**src/rtl/cmp_timer_pkg.sv**
```systemverilog
package cmp_timer_pkg;
  localparam int REG_W = 32;

  // word indexes (byte offset / 4)
  localparam int WIX_CTRL = 0;
  localparam int WIX_PRE  = 1;
  localparam int WIX_STAT = 2;
  localparam int WIX_IE   = 3;
  localparam int WIX_CMP  = 4;
  localparam int WIX_CNT  = 9;

  // control field positions
  localparam int CTL_EN     = 0;
  localparam int CTL_WAIT   = 3;
  localparam int CTL_SRC_LO = 6;
  localparam int CTL_SRC_W  = 3;
  localparam int CTL_FREE   = 9;
  localparam int CTL_XEN    = 10;

  localparam logic [CTL_SRC_W-1:0] SRC_BUS  = 3'd1;
  localparam logic [CTL_SRC_W-1:0] SRC_PER  = 3'd2;
  localparam logic [CTL_SRC_W-1:0] SRC_XTAL = 3'd5;

  typedef struct packed {
    logic                 xen;
    logic                 free;
    logic [CTL_SRC_W-1:0] src;
    logic                 waiten;
    logic                 en;
  } ctrl_t;
endpackage

```
**src/rtl/cmp_timer_div.sv**
```systemverilog
module cmp_timer_div #(
  parameter int W = 12
) (
  input  logic         clk,
  input  logic         rst,
  input  logic         clr,
  input  logic         tick_in,
  input  logic [W-1:0] div_val,
  output logic         tick_out
);
  logic [W-1:0] acc_q;
  logic         hit;

  assign hit      = tick_in && (acc_q >= div_val);
  assign tick_out = hit;

  always_ff @(posedge clk) begin
    if (rst || clr) begin
      acc_q <= '0;
    end else if (tick_in) begin
      acc_q <= hit ? '0 : acc_q + 1'b1;
    end
  end
endmodule

```
**src/rtl/cmp_timer_tick_src.sv**
```systemverilog
module cmp_timer_tick_src
  import cmp_timer_pkg::*;
#(
  parameter int PRE_W  = 12,
  parameter int XDIV_W = 4
) (
  input  logic                 clk,
  input  logic                 rst,
  input  logic                 clr,
  input  logic                 run,
  input  logic [CTL_SRC_W-1:0] src,
  input  logic                 xen,
  input  logic [XDIV_W-1:0]    xdiv,
  input  logic [PRE_W-1:0]     pdiv,
  input  logic                 tick_bus,
  input  logic                 tick_per,
  input  logic                 tick_xtal,
  output logic                 step
);
  logic xt_div_out;
  logic xt_tick;
  logic sel_tick;

  cmp_timer_div #(.W(XDIV_W)) u_xdiv (
    .clk      (clk),
    .rst      (rst),
    .clr      (clr || !xen),
    .tick_in  (tick_xtal && run),
    .div_val  (xdiv),
    .tick_out (xt_div_out)
  );

  assign xt_tick = xen ? xt_div_out : tick_xtal;

  always_comb begin
    case (src)
      SRC_BUS:  sel_tick = tick_bus;
      SRC_PER:  sel_tick = tick_per;
      SRC_XTAL: sel_tick = xt_tick;
      default:  sel_tick = 1'b0;
    endcase
  end

  cmp_timer_div #(.W(PRE_W)) u_pdiv (
    .clk      (clk),
    .rst      (rst),
    .clr      (clr),
    .tick_in  (sel_tick && run),
    .div_val  (pdiv),
    .tick_out (step)
  );
endmodule

```
**src/rtl/cmp_timer_cnt.sv**
```systemverilog
module cmp_timer_cnt #(
  parameter int W = 32
) (
  input  logic         clk,
  input  logic         rst,
  input  logic         clr,
  input  logic         step,
  input  logic [W-1:0] cmp_val,
  output logic [W-1:0] cnt,
  output logic         match
);
  logic [W-1:0] cnt_q;
  logic [W-1:0] cnt_inc;

  assign cnt_inc = cnt_q + 1'b1;
  assign match   = step && (cnt_inc == cmp_val);
  assign cnt     = cnt_q;

  always_ff @(posedge clk) begin
    if (rst || clr) begin
      cnt_q <= '0;
    end else if (step) begin
      cnt_q <= cnt_inc;
    end
  end
endmodule

```
**src/rtl/cmp_timer.sv**
```systemverilog
module cmp_timer
  import cmp_timer_pkg::*;
#(
  parameter int ADDR_W = 6,
  parameter int CNT_W  = 32,
  parameter int PRE_W  = 12,
  parameter int XDIV_W = 4
) (
  input  logic              clk,
  input  logic              rst,
  input  logic [ADDR_W-1:0] bus_addr,
  input  logic              bus_wr,
  input  logic [REG_W-1:0]  bus_wdata,
  input  logic              bus_rd,
  output logic [REG_W-1:0]  bus_rdata,
  input  logic              tick_bus,
  input  logic              tick_per,
  input  logic              tick_xtal,
  input  logic              wait_mode,
  output logic              irq
);
  localparam int WORD_W = ADDR_W - 2;

  ctrl_t             ctrl_q;
  logic [PRE_W-1:0]  pdiv_q;
  logic [XDIV_W-1:0] xdiv_q;
  logic              stat_q;
  logic              ie_q;
  logic [CNT_W-1:0]  cmp_q;
  logic              irq_q;
  logic [REG_W-1:0]  rdata_q;
  logic [REG_W-1:0]  rd_mux;

  logic [WORD_W-1:0] word;
  logic              run;
  logic              halt;
  logic              step;
  logic              match;
  logic              stat_clr;
  logic [CNT_W-1:0]  cnt;

  assign word     = bus_addr[ADDR_W-1:2];
  assign halt     = !ctrl_q.en;
  assign run      = ctrl_q.en && (!wait_mode || ctrl_q.waiten);
  assign stat_clr = bus_wr && (word == WORD_W'(WIX_STAT)) && bus_wdata[0];

  // register writes
  always_ff @(posedge clk) begin
    if (rst) begin
      ctrl_q <= '0;
      pdiv_q <= '0;
      xdiv_q <= '0;
      ie_q   <= 1'b0;
      cmp_q  <= '0;
    end else if (bus_wr) begin
      case (word)
        WORD_W'(WIX_CTRL): begin
          ctrl_q.en     <= bus_wdata[CTL_EN];
          ctrl_q.waiten <= bus_wdata[CTL_WAIT];
          ctrl_q.src    <= bus_wdata[CTL_SRC_LO +: CTL_SRC_W];
          ctrl_q.free   <= bus_wdata[CTL_FREE];
          ctrl_q.xen    <= bus_wdata[CTL_XEN];
        end
        WORD_W'(WIX_PRE): begin
          pdiv_q <= bus_wdata[PRE_W-1:0];
          xdiv_q <= bus_wdata[PRE_W +: XDIV_W];
        end
        WORD_W'(WIX_IE):  ie_q  <= bus_wdata[0];
        WORD_W'(WIX_CMP): cmp_q <= bus_wdata[CNT_W-1:0];
        default: ;
      endcase
    end
  end

  // status: a match in the same cycle beats the clearing write
  always_ff @(posedge clk) begin
    if (rst) begin
      stat_q <= 1'b0;
    end else if (match) begin
      stat_q <= 1'b1;
    end else if (stat_clr) begin
      stat_q <= 1'b0;
    end
  end

  always_ff @(posedge clk) begin
    if (rst) irq_q <= 1'b0;
    else     irq_q <= stat_q && ie_q;
  end

  cmp_timer_tick_src #(.PRE_W(PRE_W), .XDIV_W(XDIV_W)) u_src (
    .clk       (clk),
    .rst       (rst),
    .clr       (halt),
    .run       (run),
    .src       (ctrl_q.src),
    .xen       (ctrl_q.xen),
    .xdiv      (xdiv_q),
    .pdiv      (pdiv_q),
    .tick_bus  (tick_bus),
    .tick_per  (tick_per),
    .tick_xtal (tick_xtal),
    .step      (step)
  );

  cmp_timer_cnt #(.W(CNT_W)) u_cnt (
    .clk     (clk),
    .rst     (rst),
    .clr     (halt),
    .step    (step),
    .cmp_val (cmp_q),
    .cnt     (cnt),
    .match   (match)
  );

  // read path
  always_comb begin
    rd_mux = '0;
    case (word)
      WORD_W'(WIX_CTRL): begin
        rd_mux[CTL_EN]                  = ctrl_q.en;
        rd_mux[CTL_WAIT]                = ctrl_q.waiten;
        rd_mux[CTL_SRC_LO +: CTL_SRC_W] = ctrl_q.src;
        rd_mux[CTL_FREE]                = ctrl_q.free;
        rd_mux[CTL_XEN]                 = ctrl_q.xen;
      end
      WORD_W'(WIX_PRE): begin
        rd_mux[PRE_W-1:0]       = pdiv_q;
        rd_mux[PRE_W +: XDIV_W] = xdiv_q;
      end
      WORD_W'(WIX_STAT): rd_mux[0] = stat_q;
      WORD_W'(WIX_IE):   rd_mux[0] = ie_q;
      WORD_W'(WIX_CMP):  rd_mux = REG_W'(cmp_q);
      WORD_W'(WIX_CNT):  rd_mux = REG_W'(cnt);
      default: ;
    endcase
  end

  always_ff @(posedge clk) begin
    if (rst) rdata_q <= '0;
    else     rdata_q <= bus_rd ? rd_mux : '0;
  end

  assign bus_rdata = rdata_q;
  assign irq       = irq_q;

  logic unused_bits;
  assign unused_bits = ^{bus_addr[1:0], bus_wdata};
endmodule

```
**config.mk**
```make
export PLATFORM = sky130hd
export DESIGN_NAME = cmp_timer
export DESIGN_NICKNAME = d
export VERILOG_FILES = /design/src/rtl/cmp_timer_pkg.sv /design/src/rtl/cmp_timer_div.sv /design/src/rtl/cmp_timer_tick_src.sv /design/src/rtl/cmp_timer_cnt.sv /design/src/rtl/cmp_timer.sv
export SDC_FILE = /design/constraint.sdc
export NUM_CORES = 1
export LEC_CHECK = 0
export ABC_CLOCK_PERIOD_IN_PS = 7700
export BUFFER_PORTS_ARGS = -buffer_cell sky130_fd_sc_hd__buf_2
export CORE_MARGIN = 2
export CORE_UTILIZATION = 45
export CTS_CLUSTER_DIAMETER = 100
export DETAILED_ROUTE_END_ITERATION = 6
export GPL_ROUTABILITY_DRIVEN = 0
export GPL_TIMING_DRIVEN = 0
export PLACE_DENSITY = 0.73
export SLEW_MARGIN = 30
export SYNTH_ARGS = -nofsm -noshare
export SYNTH_HDL_FRONTEND = slang
export SYNTH_SLANG_ARGS = --single-unit
```
**constraint.sdc**
```tcl
create_clock -name clk -period 7.7 [get_ports clk]
set_input_delay 0.77 -clock clk [delete_from_list [all_inputs] [get_ports clk]]
set_output_delay 0.77 -clock clk [all_outputs]
set_load 0.02 [all_outputs]
```
# After elaboration in Yosys (flattened, before gate mapping)
# Index checks and enable logic that the tools add are counted.
# W data, S select, Z words.
dict set report totals {
  reg_bits 138
  in_bits 46
  output_inout_bits 33
  word_cells 66
}
dict set report classes {
  addsub 3
  order_cmp 2
  eq_ne 9
  mux 13
  bitwise_logic 1
  n_reduce_logical 23
}
# operator n
set ops {}
lappend ops {{$add A32 B1 Y32 const B} 1}
lappend ops {{$eq A32 B32 Y1} 1}
lappend ops {{$pmux W16 S2} 1}
lappend ops {{$pmux W5 S4} 1}
lappend ops {{$pmux W5 S3} 1}
lappend ops {{$add A12 B1 Y12 const B} 1}
lappend ops {{$ge A12 B12 Y1} 1}
lappend ops {{$mux W12} 1}
lappend ops {{$pmux W2 S3} 2}
lappend ops {{$logic_and A1 B1 Y1} 9}
lappend ops {{$eq A4 B2 Y1 const B} 2}
lappend ops {{$reduce_and A2 Y1} 4}
lappend ops {{$pmux W1 S6} 1}
lappend ops {{$add A4 B1 Y4 const B} 1}
lappend ops {{$eq A4 B1 Y1 const B} 1}
lappend ops {{$eq A4 B3 Y1 const B} 1}
lappend ops {{$eq A4 B4 Y1 const B} 1}
lappend ops {{$ge A4 B4 Y1} 1}
lappend ops {{$logic_not A4 Y1} 1}
lappend ops {{$logic_or A1 B1 Y1} 4}
lappend ops {{$mux W4} 1}
lappend ops {{$pmux W1 S4} 1}
lappend ops {{$eq A3 B1 Y1 const B} 1}
lappend ops {{$eq A3 B2 Y1 const B} 1}
lappend ops {{other kinds (7)} 11}

# Longest topological paths before layout
dict set report depth {
  word_depth 11
  ltp_mapped 11
}

# Cells and area by module
# Synthesis repeated with hierarchy kept, for this count alone.
dict set report unflattened {
  cells_unflattened 924
  hier_area_um2 7687.4
}
# mod n_inst cells_per_inst area_each_um2 seq_area_each_um2
set modules_own_cells {}
lappend modules_own_cells {cmp_timer 1 425 3808.7 1801.7}
lappend modules_own_cells {cmp_timer_cnt 1 349 2651.3 640.6}
lappend modules_own_cells {{cmp_timer_div at u_src.u_pdiv} 1 106 845.8 240.2}
lappend modules_own_cells {{cmp_timer_div at u_src.u_xdiv} 1 36 329.1 80.1}
lappend modules_own_cells {cmp_timer_tick_src 1 8 52.6 0.0}

# Least setup slack after synthesis
# No wires, ideal clock.
dict set report synth_path {
  kind {register -> register}
  startpoint {reg u_src.u_xdiv.acc_q[0]}
  endpoint {reg u_src.u_pdiv.acc_q[10]}
  setup_time_ps 65
  t_arrival_ps 2510
  slack_ps 5125
  path_stages_with_launch 12
  cell_sequence {dfxtp_1 -> inv_1 -> ha_1 -> nand2b_1 -> a2111oi_0 -> o21ai_0 -> a41oi_1 -> or2_2 -> clkbuf_1 -> nand2_1 -> clkbuf_1 -> nor2_1}
}
dict set report synth_between {
  elab_chain_len 7
}
# item line
set synth_lines {}
lappend synth_lines {{start, declared} cmp_timer_div.sv:11} ;# logic [W-1:0] acc_q;
lappend synth_lines {{start signal, assigned} cmp_timer_div.sv:21} ;# acc_q <= hit ? '0 : acc_q + 1'b1;
lappend synth_lines {{$ge A4 B4 Y1 *} cmp_timer_div.sv:14} ;# assign hit = tick_in && (acc_q >= div_val);
lappend synth_lines {{$logic_and A1 B1 Y1 *} cmp_timer_div.sv:14}
lappend synth_lines {{$mux W1 *} cmp_timer_tick_src.sv:33} ;# assign xt_tick = xen ? xt_div_out : tick_xtal;
lappend synth_lines {{$pmux W1 S3 *} cmp_timer_tick_src.sv:36} ;# case (src)
lappend synth_lines {{$logic_and A1 B1 Y1 *} cmp_timer_tick_src.sv:48} ;# .tick_in (sel_tick && run),
lappend synth_lines {{$logic_and A1 B1 Y1} cmp_timer_div.sv:14}
lappend synth_lines {{$mux W12} cmp_timer_div.sv:21}
lappend synth_lines {{end signal, assigned} cmp_timer_div.sv:21}
lappend synth_lines {{end, declared} cmp_timer_div.sv:11}
# Every way passes the cells marked *; elsewhere a longest branch is shown, timed or not.
# A chain may end at the register's enable or synchronous reset.

# Final worst setup path
dict set report layout_path {
  startpoint {reg u_src.u_xdiv.acc_q[0]}
  endpoint {reg u_src.u_pdiv.acc_q[1]}
}
# The elaborated chain is that of the path after synthesis.

==> impl_metrics.toml <==
[synthesis]
synth_top_cell_by_area = "dfxtp_1"
synth-adder-area-share_pct = 3.42
yosys.area_share.simple_pct = 26.0
async_flop_share_pct = 0
ys_seq_area_share_pct = 39.7
synth_compound_area_share_pct = 13.5
syn_inst = 856
syn_area_mm2 = 0.00696
postSynthAreaPerCell_um2 = 8.13
synthMuxAreaShare_pct = 1.29
synth_top_family_by_area = "simple AND/OR/NAND/NOR gates"
syn_nets = 921
yosys.area_share.xor_xnor_pct = 10.9
ys.flop_type = "dfxtp_1"
synth_cell_types = 64
ys_warn_count = 0
yosys-top-cells-area = "dfxtp_1 (40%), xnor2_1 (9.2%), nand2_1 (7.4%)"
synth_edf_count = 0
ys_ff_latch = 138
synth_top_area_share_pct = 39.7

[power]
clkPwrFrac_pct = 51.5
p_int_mw = 1.25
power.density_mw_per_mm2 = 198
p_switching_uw = 372
finalPower_mw = 1.62
p_seq_share_pct = 44.6
leakage_nw = 2.78
ir_worst_vdd_mv = 0.131
p_sw_share_pct = 23.0
combPwrFrac_pct = 4.0

[worst_setup_path]
crit_start = "u_src.u_xdiv.acc_q[0]"
cp_data_arrival_time_ns = 3.53
slowest_delay_ns = 0.54
critPathSlowestCell = "a41oi_2"
r2r_setup_slack_ns = 4.54
end_kind = "flop"
r2r-start = "u_src.u_xdiv.acc_q[0]"
path_cells = "inv_1, ha_1, nand2b_1, a2111oi_0, o21ai_0, a41oi_2, or2_2, clkbuf_1, nand2_1, clkbuf_1, nor2_1"
timing.rr.end = "u_src.u_pdiv.acc_q[1]"
worstSetupPathType = "flop to flop"
crit_required_ns = 8.06
cp-start-kind = "flop"
critPathMostFrequentCell = "clkbuf_1"
rr_worst_depth = 11
worstPathMaxFanout = 10

[placed_design]
postPlaceCellArea_mm2 = 0.00757
place_ws_ns = 4.26
port_buffers = 73
hpwl_um = 14400

[routing]
wl_um = 20000
ant_nets = 0
drc = 0
detail_route.iter0.violations = 773
wl_per_cell_um = 17.4
avgViaCountPerCell = 5.74
num_vias = 6599
drt_pass1_iterations = 6

[cells_and_area]
layout_common_cells = "dfxtp_1 (138), nand2_1 (137), nor2_1 (91)"
finish.instance_area_mm2 = 0.00818
multi_input_comb_area_mm2 = 0.00386
drive_gt1_share_pct = 14.4
regArea_mm2 = 0.00276
final_common_cell = "dfxtp_1"
fin_nets = 1013
n_antenna_cell = 0
fillers = 1401
area_delta_synth_final_pct = 17.5

[floorplan]
ios = 79
die_y_um = 128
die_area_mm2 = 0.0165
start_util_pct = 46.0
num_rows = 45
core_region_area_mm2 = 0.0151
die_w_um = 128

[clock_tree]
cts_buffer_depth = 2
insertion_delay_ns = 0.43
tritoncts = "built"
path_clk_slew_ns = 0.06
cts_resized = 0
cts_made_buffers = 17
cts_sinks = 138
post-cts-setup-buffer-count = 0
clockRootBuffer = "clkbuf_16"
holdBufCountCts = 0
h-tree-depth = 4

[sta]
max_freq_ghz = 0.316
timing.final.max_slew_violations = 0
fin_skew_ns = 0.00818
slew_headroom_pct = 37.4
period_share_pct = 41.1
setup_violations = 0
period_needed_ns = 3.16
hold_viol_final = 0
tns_ns = 0
setup_ws_ns = 4.54
rsz0062_at_grt = "false"
worst-slew-pin-transition_ns = 0.936

[job]
max-cap-violations = 0

[hold_path]
hold_path_class = "flop to flop"
min-delay-start = "pdiv_q[2]"
min_delay_worst_endpoint = "pdiv_q[2]"
whs_path_depth = 2

[global_routing]
grt_usage_pct = 24.8
gr-total-overflow = 0
grt_max_degree = 17
grt_pass1_vias = 6230
grt_pass1_wl_um = 32000
antenna_found_initial = 0

[run_status]
status = "finished, final reports clean"
==> synthesized netlist by cell type, types with 2 or more instances <==
library cell    n
dfxtp_1       138
nand2_1       137
nor2_1         91
xnor2_1        73
a21oi_1        69
clkbuf_1       49
a22oi_1        28
nor4_1         28
nand3_1        26
ha_1           19
inv_1          19
nor3_1         18
buf_2          14
xor2_1         14
nand4_1        13
a222oi_1       11
mux2i_1         9
o21ai_0         8
and3_1          7
nor2b_1         6
a2111oi_0       5
nand2b_1        5
nor4b_1         4
o211ai_1        4
or3_1           4
a41oi_1         3
and4_1          3
nand3b_1        3
o21a_1          3
a21o_1          2
a31oi_1         2
and2_0          2
and2_1          2
and3b_1         2
clkbuf_2        2
nand4b_1        2
nor4b_2         2
or2_2           2
or4_1           2
==> state kept, by name, summed over array words and instances, names as in the netlist <==
| register | count |
|---|---|
| bus_rdata | 32 |
| cmp_q | 32 |
| u_cnt.cnt | 32 |
| pdiv_q | 12 |
| u_src.u_pdiv.acc_q | 12 |
| ctrl_q | 7 |
| u_src.u_xdiv.acc_q | 4 |
| xdiv_q | 4 |
| ie_q | 1 |
| irq | 1 |
| stat_q | 1 |
==> cell type report <==
class,instances,share of cell area [%]
Inverter,20,0.918
Clock buffer,18,5.25
Sequential cell,138,33.8
Timing Repair Buffer,73,4.47
Tap cell,188,2.88
Buffer,67,3.46
Multi-Input combinational cell,631,47.1
Clock inverter,14,2.13
==> metal layers <==
metal	vias to the layer above	track usage (%)	share of wire [%]
met3	51	5.28	7.2
li1	3163	-	-
met2	285	39.1	46
met4	0	12.5	3.1
met5	-	0	0
met1	3100	32.4	44
==> worst max-delay path, delay by kind of cell, from the launching register on <==
family	cells	cell delay, ns
DFF	1	0.40
and+or+nand+nor	4	0.63
adders and majority gates	1	0.26
buffers and inverters	3	0.58
AOI/OAI and AO/OA	3	1.22
==> worst max-delay path by stage <==
stage                                        end  slack [ns]
final                      u_src.u_pdiv.acc_q[1]        4.54
after detailed placement   u_src.u_pdiv.acc_q[8]        4.26
after global placement     u_src.u_pdiv.acc_q[5]        4.24
after global routing       u_src.u_pdiv.acc_q[8]        4.14
after floorplan           u_src.u_pdiv.acc_q[10]        5.13
after CTS                  u_src.u_pdiv.acc_q[1]        4.25
==> power groups by stage <==
stage | logic [mW] | registers, mW | clock network, mW
finish | 0.0644 | 0.722 | 0.834
global route | 0.0694 | 0.722 | 0.869
CTS | 0.0626 | 0.722 | 0.838
detailed placement | 0.0619 | 0.737 | 0
global placement | 0.0615 | 0.737 | 0
floorplan | 0.0337 | 0.736 | 0
==> cell families after synthesis <==
family | after synthesis
adder cells (fa/ha/maj) | 19
AND/OR/NAND/NOR | 371
flip-flops | 138
XOR/XNOR | 87
buffers and inverters | 87
AO/OA/AOI/OAI | 145
multiplexers | 9
==> through the flow <==
step	utilization (%)	hold slack, ns	instances
after global placement	49.9	0.453	1117
final	54.0	0.478	1149
after detailed placement	50.0	0.470	1117
after global routing	54.0	0.495	1149
after floorplan	-	0.437	856
after CTS	54.0	0.478	1149
Power figures use the tool's default switching activity.
